## config.mk

```make
export PLATFORM = sky130hd
export DESIGN_NAME = vid_level_servo
export DESIGN_NICKNAME = d
export VERILOG_FILES = /design/src/rtl/vll_pkg.sv /design/src/rtl/vll_gate_qual.sv /design/src/rtl/vll_level_cmp.sv /design/src/rtl/vll_mode_fsm.sv /design/src/rtl/vid_level_servo.sv
export SDC_FILE = /design/constraint.sdc
export NUM_CORES = 1
export LEC_CHECK = 0
export BUFFER_PORTS_ARGS = -buffer_cell sky130_fd_sc_hd__buf_2
export CELL_PAD_IN_SITES_DETAIL_PLACEMENT = 1
export CELL_PAD_IN_SITES_GLOBAL_PLACEMENT = 1
export CORE_UTILIZATION = 35
export DETAILED_ROUTE_END_ITERATION = 16
export GPL_TIMING_DRIVEN = 1
export MAX_ROUTING_LAYER = met4
export PLACE_DENSITY_LB_ADDON = 0.1
export RECOVER_POWER = 100
export SYNTH_ARGS = -nofsm -noshare
export SYNTH_HDL_FRONTEND = slang
export SYNTH_SLANG_ARGS = --single-unit
```

## constraint.sdc

```tcl
create_clock -name clk -period 4.35 [get_ports clk]
set_input_delay 0.2175 -clock clk [delete_from_list [all_inputs] [get_ports clk]]
set_output_delay 0.2175 -clock clk [all_outputs]
set_load 0.1 [all_outputs]
```

## src/rtl/vll_pkg.sv

```systemverilog
package vll_pkg;
    typedef enum logic [1:0] {
        REQ_NONE = 2'd0,
        REQ_UP   = 2'd1,
        REQ_DOWN = 2'd2
    } req_t;

    typedef enum logic {
        MODE_COARSE = 1'b0,
        MODE_FINE   = 1'b1
    } mode_t;

    typedef enum logic {
        LN_WAIT_SYNC  = 1'b0,
        LN_WAIT_PORCH = 1'b1
    } line_t;
endpackage

```

## src/rtl/vll_gate_qual.sv

```systemverilog
module vll_gate_qual #(
    parameter int MIN_W = 64
) (
    input  logic clk,
    input  logic rst,
    input  logic gate,
    output logic valid_fall
);
    localparam int CW = $clog2(MIN_W + 1);

    logic [CW-1:0] hi_cnt;
    logic          gate_q;

    always_ff @(posedge clk) begin
        if (rst) begin
            hi_cnt <= '0;
            gate_q <= 1'b0;
        end else begin
            gate_q <= gate;
            if (!gate)
                hi_cnt <= '0;
            else if (hi_cnt != CW'(MIN_W))
                hi_cnt <= hi_cnt + CW'(1);
        end
    end

    // a strobe counts when it ends after at least MIN_W high samples
    assign valid_fall = gate_q && !gate && (hi_cnt == CW'(MIN_W));

    AST_VALID_NEEDS_FALL: assert property (@(posedge clk) disable iff (rst)
        valid_fall |-> (!gate && $past(gate)));
endmodule

```

## src/rtl/vll_level_cmp.sv

```systemverilog
module vll_level_cmp
    import vll_pkg::*;
#(
    parameter int CODE_W    = 8,
    parameter int SYNC_REF  = 0,
    parameter int BLACK_REF = 64,
    parameter int PEAK_LIM  = 248
) (
    input  logic [CODE_W-1:0] code,
    input  logic              sync_gate,
    input  logic              porch_gate,
    input  logic              fine,
    output req_t              gain_req,
    output req_t              clamp_req
);
    localparam logic [CODE_W-1:0] SYNC_C  = CODE_W'(SYNC_REF);
    localparam logic [CODE_W-1:0] BLACK_C = CODE_W'(BLACK_REF);
    localparam logic [CODE_W-1:0] PEAK_C  = CODE_W'(PEAK_LIM);

    always_comb begin
        gain_req = REQ_NONE;
        if (code >= PEAK_C)
            gain_req = REQ_DOWN;                       // peak-white override
        else if (sync_gate)
            gain_req = (code > SYNC_C) ? REQ_UP : REQ_DOWN;
        else if (!fine && code <= SYNC_C)
            gain_req = REQ_DOWN;                       // coarse bottom clip
    end

    always_comb begin
        clamp_req = REQ_NONE;
        if (porch_gate) begin
            if (code > BLACK_C)
                clamp_req = REQ_DOWN;
            else if (code < BLACK_C)
                clamp_req = REQ_UP;
        end
    end
endmodule

```

## src/rtl/vll_mode_fsm.sv

```systemverilog
module vll_mode_fsm
    import vll_pkg::*;
#(
    parameter int LOCK_LINES = 8,
    parameter int LOSS_LINES = 8,
    parameter int LINE_MAX   = 2048
) (
    input  logic clk,
    input  logic rst,
    input  logic sync_ok,
    input  logic porch_ok,
    output logic fine
);
    localparam int TW  = $clog2(LINE_MAX);
    localparam int GCW = $clog2(LOCK_LINES + 1);
    localparam int MCW = $clog2(LOSS_LINES + 1);

    line_t          ln_q, ln_d;
    mode_t          mode_q, mode_d;
    logic [TW-1:0]  tmr;
    logic [GCW-1:0] good_cnt;
    logic [MCW-1:0] miss_cnt;
    logic           line_good, miss_evt;

    assign line_good = (ln_q == LN_WAIT_PORCH) && porch_ok;
    assign miss_evt  = (tmr == TW'(LINE_MAX - 1)) && !line_good;

    // state registers and line counters
    always_ff @(posedge clk) begin
        if (rst) begin
            ln_q     <= LN_WAIT_SYNC;
            mode_q   <= MODE_COARSE;
            tmr      <= '0;
            good_cnt <= '0;
            miss_cnt <= '0;
        end else begin
            ln_q   <= ln_d;
            mode_q <= mode_d;
            tmr    <= (line_good || miss_evt) ? '0 : tmr + TW'(1);
            if (line_good) begin
                miss_cnt <= '0;
                if (good_cnt != GCW'(LOCK_LINES))
                    good_cnt <= good_cnt + GCW'(1);
            end else if (miss_evt) begin
                good_cnt <= '0;
                if (miss_cnt != MCW'(LOSS_LINES))
                    miss_cnt <= miss_cnt + MCW'(1);
            end
        end
    end

    // line tracker transitions
    always_comb begin
        ln_d = ln_q;
        if (miss_evt)
            ln_d = LN_WAIT_SYNC;
        else begin
            unique case (ln_q)
                LN_WAIT_SYNC:  if (sync_ok)  ln_d = LN_WAIT_PORCH;
                LN_WAIT_PORCH: if (porch_ok) ln_d = LN_WAIT_SYNC;
            endcase
        end
    end

    // mode tracker transitions
    always_comb begin
        mode_d = mode_q;
        unique case (mode_q)
            MODE_COARSE: if (line_good && good_cnt >= GCW'(LOCK_LINES - 1))
                             mode_d = MODE_FINE;
            MODE_FINE:   if (miss_evt && miss_cnt >= MCW'(LOSS_LINES - 1))
                             mode_d = MODE_COARSE;
        endcase
    end

    assign fine = (mode_q == MODE_FINE);

    AST_LOCK_ON_PORCH: assert property (@(posedge clk) disable iff (rst)
        $rose(fine) |-> $past(porch_ok));
    AST_DROP_ON_TIMEOUT: assert property (@(posedge clk) disable iff (rst)
        ($fell(fine) && !$past(rst)) |-> ($past(tmr) == TW'(LINE_MAX - 1)));
endmodule

```

## src/rtl/vid_level_servo.sv

```systemverilog
module vid_level_servo
    import vll_pkg::*;
#(
    parameter int CODE_W     = 8,
    parameter int SYNC_REF   = 0,
    parameter int BLACK_REF  = 64,
    parameter int PEAK_LIM   = 248,
    parameter int MIN_GATE   = 64,
    parameter int LOCK_LINES = 8,
    parameter int LOSS_LINES = 8,
    parameter int LINE_MAX   = 2048
) (
    input  logic              clk,
    input  logic              rst,
    input  logic [CODE_W-1:0] code,
    input  logic              sync_gate,
    input  logic              porch_gate,
    output logic              gain_up,
    output logic              gain_dn,
    output logic              clamp_up,
    output logic              clamp_dn,
    output logic              fine_mode
);
    localparam int NGATE = 2;
    localparam logic [CODE_W-1:0] PEAK_C = CODE_W'(PEAK_LIM);
    localparam logic [CODE_W-1:0] SYNC_C = CODE_W'(SYNC_REF);

    logic [NGATE-1:0] gate_v, ok_v;
    req_t             gain_req, clamp_req;

    assign gate_v = {porch_gate, sync_gate};

    for (genvar g = 0; g < NGATE; g++) begin : g_qual
        vll_gate_qual #(.MIN_W(MIN_GATE)) u_qual (
            .clk        (clk),
            .rst        (rst),
            .gate       (gate_v[g]),
            .valid_fall (ok_v[g])
        );
    end

    vll_mode_fsm #(
        .LOCK_LINES (LOCK_LINES),
        .LOSS_LINES (LOSS_LINES),
        .LINE_MAX   (LINE_MAX)
    ) u_mode (
        .clk      (clk),
        .rst      (rst),
        .sync_ok  (ok_v[0]),
        .porch_ok (ok_v[1]),
        .fine     (fine_mode)
    );

    vll_level_cmp #(
        .CODE_W    (CODE_W),
        .SYNC_REF  (SYNC_REF),
        .BLACK_REF (BLACK_REF),
        .PEAK_LIM  (PEAK_LIM)
    ) u_cmp (
        .code       (code),
        .sync_gate  (sync_gate),
        .porch_gate (porch_gate),
        .fine       (fine_mode),
        .gain_req   (gain_req),
        .clamp_req  (clamp_req)
    );

    // registered pump commands
    always_ff @(posedge clk) begin
        if (rst) begin
            gain_up  <= 1'b0;
            gain_dn  <= 1'b0;
            clamp_up <= 1'b0;
            clamp_dn <= 1'b0;
        end else begin
            gain_up  <= (gain_req  == REQ_UP);
            gain_dn  <= (gain_req  == REQ_DOWN);
            clamp_up <= (clamp_req == REQ_UP);
            clamp_dn <= (clamp_req == REQ_DOWN);
        end
    end

    AST_GAIN_EXCL: assert property (@(posedge clk) disable iff (rst)
        !(gain_up && gain_dn));
    AST_CLAMP_EXCL: assert property (@(posedge clk) disable iff (rst)
        !(clamp_up && clamp_dn));
    AST_PEAK_WINS: assert property (@(posedge clk) disable iff (rst)
        (code >= PEAK_C) |=> (gain_dn && !gain_up));
    AST_PORCH_IDLE: assert property (@(posedge clk) disable iff (rst)
        !porch_gate |=> (!clamp_up && !clamp_dn));
    AST_FINE_QUIET: assert property (@(posedge clk) disable iff (rst)
        (fine_mode && !sync_gate && code > SYNC_C && code < PEAK_C)
        |=> (!gain_up && !gain_dn));
    AST_RESET_CLEAR: assert property (@(posedge clk)
        rst |=> (!gain_up && !gain_dn && !clamp_up && !clamp_dn && !fine_mode));
endmodule

```

==> impl_metrics.yaml, run 1 <==
die:
  pin_count: 17
  start_util: 0.366
  core_sq_mm: 0.00511
  die_area_sq_mm: 0.00563
  die_h_um: 75.0
  placementRows: 26
  die_width_um: 75.0
run_status:
  status: "complete, no violations"
worst_setup_path:
  slowest_delay_ps: 750
  r2r_slack_ps: 2210
  worst_path_max_delay_cell: "nor4_1"
  path_class: "flip-flop to flip-flop"
  cp.required_ps: 4540
  r2r_start: "u_mode.tmr[0]"
  path_buf_inv: 0
  cp-endpoint: "u_mode.miss_cnt[2]"
  r2r-end: "u_mode.miss_cnt[2]"
  arrival_ps: 2330
  worstPathMaxFanout: 7
  crit_start: "u_mode.tmr[0]"
  path_depth: 5
  crit_chain: "ha_1 -> nand4_1 -> nor4_1 -> a21oi_1 -> a311oi_1"
  cp_top_family: "simple AND/OR/NAND/NOR gates"
  critPathCaptureType: "flip-flop"
  worstSetupStartpointType: "flip-flop"
  r2r_cells: 5
clocking:
  post_cts_resized: 0
  cts_buffers: 5
  cts.sinks: 41
  cts-hold-fix-buffers: 0
  clock_path_buffers: 2
  cts_root_buf: "clkbuf_8"
  clk_latency_ps: 280
  cts_max_level: 2
  clk_pin_slew_worst_paths_ps: 80
  tritoncts: "done"
  postCtsSetupBuffers: 0
cells_and_area:
  final_core_util: 0.404
  nets: 249
  area_growth_pct: 10.5
  drive_gt1_frac: 0.0881
  final.fill_count: 633
  n_antenna_cell: 0
  finalInstanceArea_sq_mm: 0.00206
synthesis:
  synth_top_flop_cell: "dfxtp_1"
  syn-cell-area_sq_mm: 0.00187
  synth_cell_types: 35
  yosys-top-cells-count: "dfxtp_1 (41), nor2_1 (33), nand3_1 (23)"
  synth_area_leader_cell: "dfxtp_1"
  yosys_register_bits: 41
  syn-num-nets: 228
  synth_edf_count: 0
  synthTopCellsByArea: "dfxtp_1 (44%), nor2_1 (6.6%), nand3_1 (6.2%)"
  yosysSeqAreaShare: 0.440
  yosysWarningCount: 0
  syn_area_per_cell_sq_um: 9.02
  yosys.area.top_type_share: 0.440
  synth_most_common_cell: "dfxtp_1"
  synth-async-reset-ratio: 0
  syn_inst: 207
sta:
  maxSlewHeadroom: 0.220
  timing.final.crit_share: 0.492
  fmax_mhz: 467
  hold_viol: 0
  fin_crit_ps: 2140
  finalSetupTns_ps: 0
  rsz0062_at_grt: "no"
  maxSlewViolCount: 0
  tightest_slew_ps: 1180
  setup_viol: 0
  skew_ps: 4.94
grt:
  grt_overflow: 0
  grt_pass1_wl_mm: 6.66
  grt_start_max_net_pins: 12
  antenna_found_initial: 0
  grt_util_all_layers: 0.162
  grt_pass1_vias: 1460
drt:
  top_layer: "met4"
  wl_met1_mm: 1.81
  detail-route-antenna-nets: 0
  dr.pass1.iters: 4
  wl_met3_um: 120
  drt_iter0_drc: 34
  wl_met2_mm: 2.03
  routedWlPerCell_um: 13.4
  routed_wl_mm: 3.99
  via_per_inst: 4.99
  drc: 0
  vias: 1482
place:
  portBuffers: 16
  routabilityCongestion: 0.816
  place_area_sq_mm: 0.00202
  dp_hpwl_mm: 3.01
worst_hold_path:
  hp-class: "input pin to flip-flop"
power_and_ir_drop:
  pwr_density_cell_mw_per_mm2: 317
  ir_worst_vdd_v: 0.000120
  leakage_uw: 0.000730
job:
  cap_viol_max_count: 0
worst register-to-register path: cells and delay by family (launching register included):
family          cells  cell delay (ps)
flops               1              380
compound gates      2              430
simple gates        2             1020
fa+ha+maj           1              230
per-layer routing:
layer | vias to the layer above | global-route usage
met3 | 2 | 0.0442
met2 | 17 | 0.276
met1 | 714 | 0.187
met5 | - | -
met4 | 0 | 0.0461
li1 | 749 | -
final cells by class:
type | instances | area [sq um] | area share
clock buffer | 5 | 68.8 | 0.0334
clock inverter | 1 | 5.00 | 0.00243
inverter | 14 | 52.6 | 0.0255
multi-input combinational | 150 | 957 | 0.464
sequential | 41 | 821 | 0.398
tap | 70 | 87.6 | 0.0424
timing repair buffer | 16 | 71.3 | 0.0346
where the power goes:
part | internal [uW] | switching (uW)
registers | 382 | 5.52
logic | 12.6 | 27.8
clock network | 106 | 122
total | 500 | 155
cell usage in the layout, fill, tap and decap left out, drive strengths merged, types with 2 or more instances in the layout:
cell	instances
o21ai	2
nand3	23
dfxtp	41
nor3	5
mux2i	2
buf	9
and3b	3
nor2	33
a31oi	3
nor4	5
a21oi	7
or4	2
and3	3
or3	4
nand2b	3
ha	9
xnor2	13
nand2	9
clkbuf	12
a211oi	2
nand4	2
nand3b	2
inv	14
xor2	10
registers in the layout (all words and copies together) (netlist names):
register / cells
clamp_dn: 1
gain_up: 1
u_mode.tmr: 11
u_mode.miss_cnt: 4
g_qual.u_qual.hi_cnt: 14
gain_dn: 1
u_mode.fine: 1
g_qual.u_qual.gate_q: 2
clamp_up: 1
u_mode.good_cnt: 4
u_mode.ln_q: 1
worst min-delay path by stage:
stage | to | startpoint | depth (start not counted) | slack [ps]
floorplan | clamp_up | code[6] | 1 | 290
global placement | u_mode.tmr[0] | u_mode.tmr[0] | 1 | 440
detailed placement | clamp_up | code[7] | 2 | 440
CTS | clamp_up | code[7] | 2 | 140
global route | clamp_up | code[7] | 2 | 160
finish | clamp_up | code[7] | 2 | 160
metrics by stage:
step	instances	power (uW)	hold WS [ps]	setup slack, ps
2_1_floorplan	207	424	294	2780
3_3_place_gp	291	435	440	2600
3_5_place_dp	291	437	444	2520
4_1_cts	297	672	141	2500
5_1_grt	297	691	164	1960
6_report	297	655	155	2210
kinds of logic (layout without fill, tap and decap cells):
logic type                 count (synthesis)  after routing  share of synthesized area
muxes                                      2              2                     0.0107
buffers and inverters                     16             36                     0.0342
xor gates and xnor gates                  23             23                      0.108
DFF                                       41             41                      0.440
and+or+nand+nor                           99             99                      0.290
adders and majority gates                  9              9                     0.0603
AOI/OAI and AO/OA                         17             17                     0.0570
Note: power is estimated with default switching activity, not from simulation.
==> run 2, diff against run 1 <==
Clock period 4.35 ns to 2.1 ns, I/O delays scaled along.
==> impl_metrics.yaml, run 2 (synthesized netlist as in run 1, its figures left out) <==
drt:
  dr.pass1.iters: 4
  routed_wl_mm: 3.97
  detail-route-antenna-nets: 0
  drt_iter0_drc: 38
  routedWlPerCell_um: 13.4
  drc: 0
  vias: 1483
  via_per_inst: 4.99
sta:
  skew_ps: 4.41
  hold_viol: 0
  maxSlewViolCount: 0
  tightest_slew_ps: 1180
  rsz0062_at_grt: "no"
  setup_viol: 0
  fin_crit_ps: 1910
  fmax_mhz: 522
  timing.final.crit_share: 0.911
  maxSlewHeadroom: 0.220
  finalSetupTns_ps: 0
clocking:
  cts_max_level: 2
  postCtsSetupBuffers: 0
  cts.sinks: 41
  tritoncts: "done"
  post_cts_resized: 0
  cts_root_buf: "clkbuf_8"
  clock_path_buffers: 2
  clk_latency_ps: 280
  clk_pin_slew_worst_paths_ps: 80
  cts_buffers: 5
  cts-hold-fix-buffers: 0
power_and_ir_drop:
  seqPwrFrac: 0.590
  pwr_density_cell_mw_per_mm2: 656
  switching_share: 0.238
  ir_worst_vdd_v: 0.000248
  leakage_uw: 0.000742
  netSwitchingPower_uw: 323
  pwr-share-comb: 0.062
  internal-power_uw: 1040
  pwr-share-clk: 0.348
run_status:
  status: "complete, no violations"
worst_setup_path:
  critPathCaptureType: "flip-flop"
  worstPathMaxFanout: 10
  r2r_start: "g_qual[1].u_qual.hi_cnt[2]"
  worstSetupStartpointType: "flip-flop"
  arrival_ps: 2080
  r2r_slack_ps: 190
  r2r_cells: 4
  path_class: "flip-flop to flip-flop"
  cp.required_ps: 2260
  r2r-end: "u_mode.tmr[3]"
grt:
  grt_pass1_vias: 1460
  grt_util_all_layers: 0.162
  grt_start_max_net_pins: 12
  antenna_found_initial: 0
  grt_pass1_wl_mm: 6.66
  grt_overflow: 0
worst_hold_path:
  hp-class: "input pin to flip-flop"
  whs_endpoint: "clamp_up"
  hp-start: "code[7]"
  hold_depth: 2
cells_and_area:
  final_cells: 297
  largest_reg_flops: 14
  reg_top3: "g_qual.u_qual.hi_cnt: 14 flops, u_mode.tmr: 11 flops"
  n_antenna_cell: 0
  nets: 249
  final_common_cell: "dfxtp_1"
  area_growth_pct: 11.0
  top_register: "g_qual.u_qual.hi_cnt"
  drive_gt1_frac: 0.0969
  final_core_util: 0.406
  final_cell_mix: "dfxtp_1 (41), nor2_1 (33), nand3_1 (23)"
job:
  cap_viol_max_count: 0
die:
  placementRows: 26
  core_sq_mm: 0.00511
  die_width_um: 75.0
  die_area_sq_mm: 0.00563
  die_h_um: 75.0
  start_util: 0.366
  pin_count: 17
place:
  routabilityCongestion: 0.816
  dp_hpwl_mm: 3.01
  dp.cells: 291
  portBuffers: 16
==> run 2: final cells by class <==
cell class / count / area [sq um]
Clock inverter: 1 / 5.00
Timing Repair Buffer: 16 / 71.3
Sequential cell: 41 / 821
Fill cell: 630 / 3040
Tap cell: 70 / 87.6
Inverter: 14 / 52.6
Multi-Input combinational cell: 150 / 966
Clock buffer: 5 / 68.8
==> run 2: worst max-delay path by stage <==
stage / from / cells past startpoint / slack (ps) / end
final: g_qual[1].u_qual.hi_cnt[2] / 4 / 190 / u_mode.tmr[3]
after global routing: u_mode.tmr[0] / 5 / 50 / u_mode.miss_cnt[2]
after global placement: g_qual[1].u_qual.hi_cnt[2] / 4 / 350 / u_mode.tmr[6]
after CTS: g_qual[1].u_qual.hi_cnt[2] / 4 / 250 / u_mode.tmr[3]
after detailed placement: g_qual[1].u_qual.hi_cnt[2] / 4 / 270 / u_mode.tmr[3]
after floorplan: u_mode.miss_cnt[0] / 6 / 530 / u_mode.miss_cnt[2]
==> run 2: power by group through the flow <==
stage	clock network [uW]	registers, uW	logic (uW)
finish	472	802	84.0
global route	534	804	92.4
CTS	503	802	86.7
detailed placement	0	820	86.1
global placement	0	820	81.6
floorplan	0	838	38.9
==> run 2: critical path: stages (launching register included) <==
cell and delay (ps):
dfxtp_1 360, or4_1 590, nor3b_2 370, or3_1 390, nor2_1 100
==> run 2: metrics by stage <==
stage               hold slack (ps)  cell area (sq um)  setup slack [ps]  power (uW)
global placement                332               2020               345         901
global route                   51.4               2070              47.3        1430
floorplan                       182               1870               526         877
CTS                            28.3               2100               254        1390
finish                         42.2               2070               186        1360
detailed placement              331               2020               265         906
==> run 2: layer usage <==
layer	vias up	global-route usage	wire length [um]
li1	750	-	-
met1	716	0.187	1800
met2	15	0.276	2030
met3	2	0.0442	119
met4	0	0.0461	22
met5	-	-	0
==> run 3, diff against run 2 <==
Settings changed: REMOVE_ABC_BUFFERS set to 1.
==> impl_metrics.yaml, run 3 (synthesized netlist as in run 1, its figures left out) <==
die:
  start_util: 0.366
  die_width_um: 75.0
  die_area_sq_mm: 0.00563
  pin_count: 17
  core_sq_mm: 0.00511
  die_h_um: 75.0
  placementRows: 26
sta:
  setup_viol: 0
  skew_ps: 10.7
  rsz0062_at_grt: "no"
  maxSlewHeadroom: 0.220
  timing.final.crit_share: 0.900
  fin_crit_ps: 1890
  tightest_slew_ps: 1180
  hold_viol: 0
  fmax_mhz: 529
  finalSetupTns_ps: 0
  maxSlewViolCount: 0
clocking:
  tritoncts: "done"
  cts-hold-fix-buffers: 0
  clk_latency_ps: 290
  cts_buffers: 5
  postCtsSetupBuffers: 0
  clk_pin_slew_worst_paths_ps: 90
  cts.sinks: 41
  post_cts_resized: 0
  clock_path_buffers: 2
  cts_root_buf: "clkbuf_8"
  cts_max_level: 2
cells_and_area:
  reg_top3: "g_qual.u_qual.hi_cnt: 14 flops, u_mode.tmr: 11 flops"
  top_register: "g_qual.u_qual.hi_cnt"
  final_core_util: 0.415
  final_cell_mix: "dfxtp_1 (41), nor2_1 (33), nand3_1 (23)"
  drive_gt1_frac: 0.109
  final.fill_count: 637
  largest_reg_flops: 14
  final_common_cell: "dfxtp_1"
  n_antenna_cell: 0
  area_growth_pct: 13.5
  nets: 249
worst_setup_path:
  critPathCaptureType: "flip-flop"
  worstPathMaxFanout: 10
  r2r_cells: 4
  cp.required_ps: 2270
  r2r-end: "u_mode.tmr[9]"
  worstSetupStartpointType: "flip-flop"
  arrival_ps: 2060
  path_class: "flip-flop to flip-flop"
  r2r_start: "g_qual[1].u_qual.hi_cnt[2]"
  r2r_slack_ps: 210
power_and_ir_drop:
  leakage_uw: 0.000762
  pwr_density_cell_mw_per_mm2: 732
  ir_worst_vdd_v: 0.000338
grt:
  grt_start_max_net_pins: 14
  grt_util_all_layers: 0.152
  grt_pass1_vias: 1463
  grt_overflow: 0
  grt_pass1_wl_mm: 6.31
  antenna_found_initial: 0
place:
  routabilityCongestion: 0.845
  dp_hpwl_mm: 2.96
  portBuffers: 16
worst_hold_path:
  hp-class: "input pin to flip-flop"
  whs_endpoint: "clamp_up"
  hold_depth: 2
  hp-start: "code[6]"
drt:
  detail-route-antenna-nets: 0
  routedWlPerCell_um: 12.9
  dr.pass1.iters: 4
  vias: 1477
  routed_wl_mm: 3.86
  via_per_inst: 4.94
  drt_iter0_drc: 15
  drc: 0
run_status:
  status: "complete, no violations"
job:
  cap_viol_max_count: 0
## run 3: changes by cell type in the layout (fill, tap and decap cells not counted), sizes merged
cell and delta:
clkinvlp +1, buf +1, clkinv -1, bufinv +1
## run 3: per-layer routing
metal | GRT usage | vias to the layer above | routed length [um]
met5 | - | - | 0
met4 | 0.0503 | 0 | 33
met3 | 0.0428 | 4 | 164
met2 | 0.265 | 19 | 1930
met1 | 0.166 | 706 | 1740
li1 | - | 748 | -
## run 3: worst max-delay path, stage by stage (launching register included)
cell and delay (ps):
dfxtp_1 360, or4_1 590, nor3b_2 340, or3_1 380, nor2_1 100
## run 3: worst max-delay path by stage
stage / start / slack [ps] / cells after the start / endpoint
floorplan: g_qual[1].u_qual.hi_cnt[2] / 510 / 4 / u_mode.tmr[2]
global placement: g_qual[1].u_qual.hi_cnt[2] / 360 / 4 / u_mode.tmr[4]
detailed placement: g_qual[1].u_qual.hi_cnt[2] / 280 / 4 / u_mode.tmr[7]
CTS: g_qual[1].u_qual.hi_cnt[2] / 250 / 4 / u_mode.tmr[9]
global route: g_qual[1].u_qual.hi_cnt[2] / 80 / 4 / u_mode.tmr[9]
finish: g_qual[1].u_qual.hi_cnt[2] / 210 / 4 / u_mode.tmr[9]
## run 3: per-stage QoR
stage                     area (sq um)  setup WS (ps)  hold slack, ps  power (uW)  std cells
after floorplan                   1860            511             174         874        205
after global placement            2020            357             332         901        291
after detailed placement          2020            282             330         906        291
after CTS                         2140            255            11.5        1580        299
after global routing              2120           81.4            28.9        1610        299
final                             2120            210            25.0        1550        299
## run 3: final cells by class
cell class              instances  area (sq um)  share of cell area
multi-input cells             150           966               0.456
clock inverters                 2          37.5              0.0177
repair buffers                 16          72.6              0.0342
well taps                      70          87.6              0.0413
clock buffers                   6          82.6              0.0390
flip-flops and latches         41           821               0.387
inverters                      14          52.6              0.0248
## run 3: where the power goes
part	leakage [uW]	internal, uW	switching (uW)
clock	0.0000574	387	280
combinational	0.000372	26.5	56.4
sequential	0.000333	790	12.0
total	0.000762	1200	349
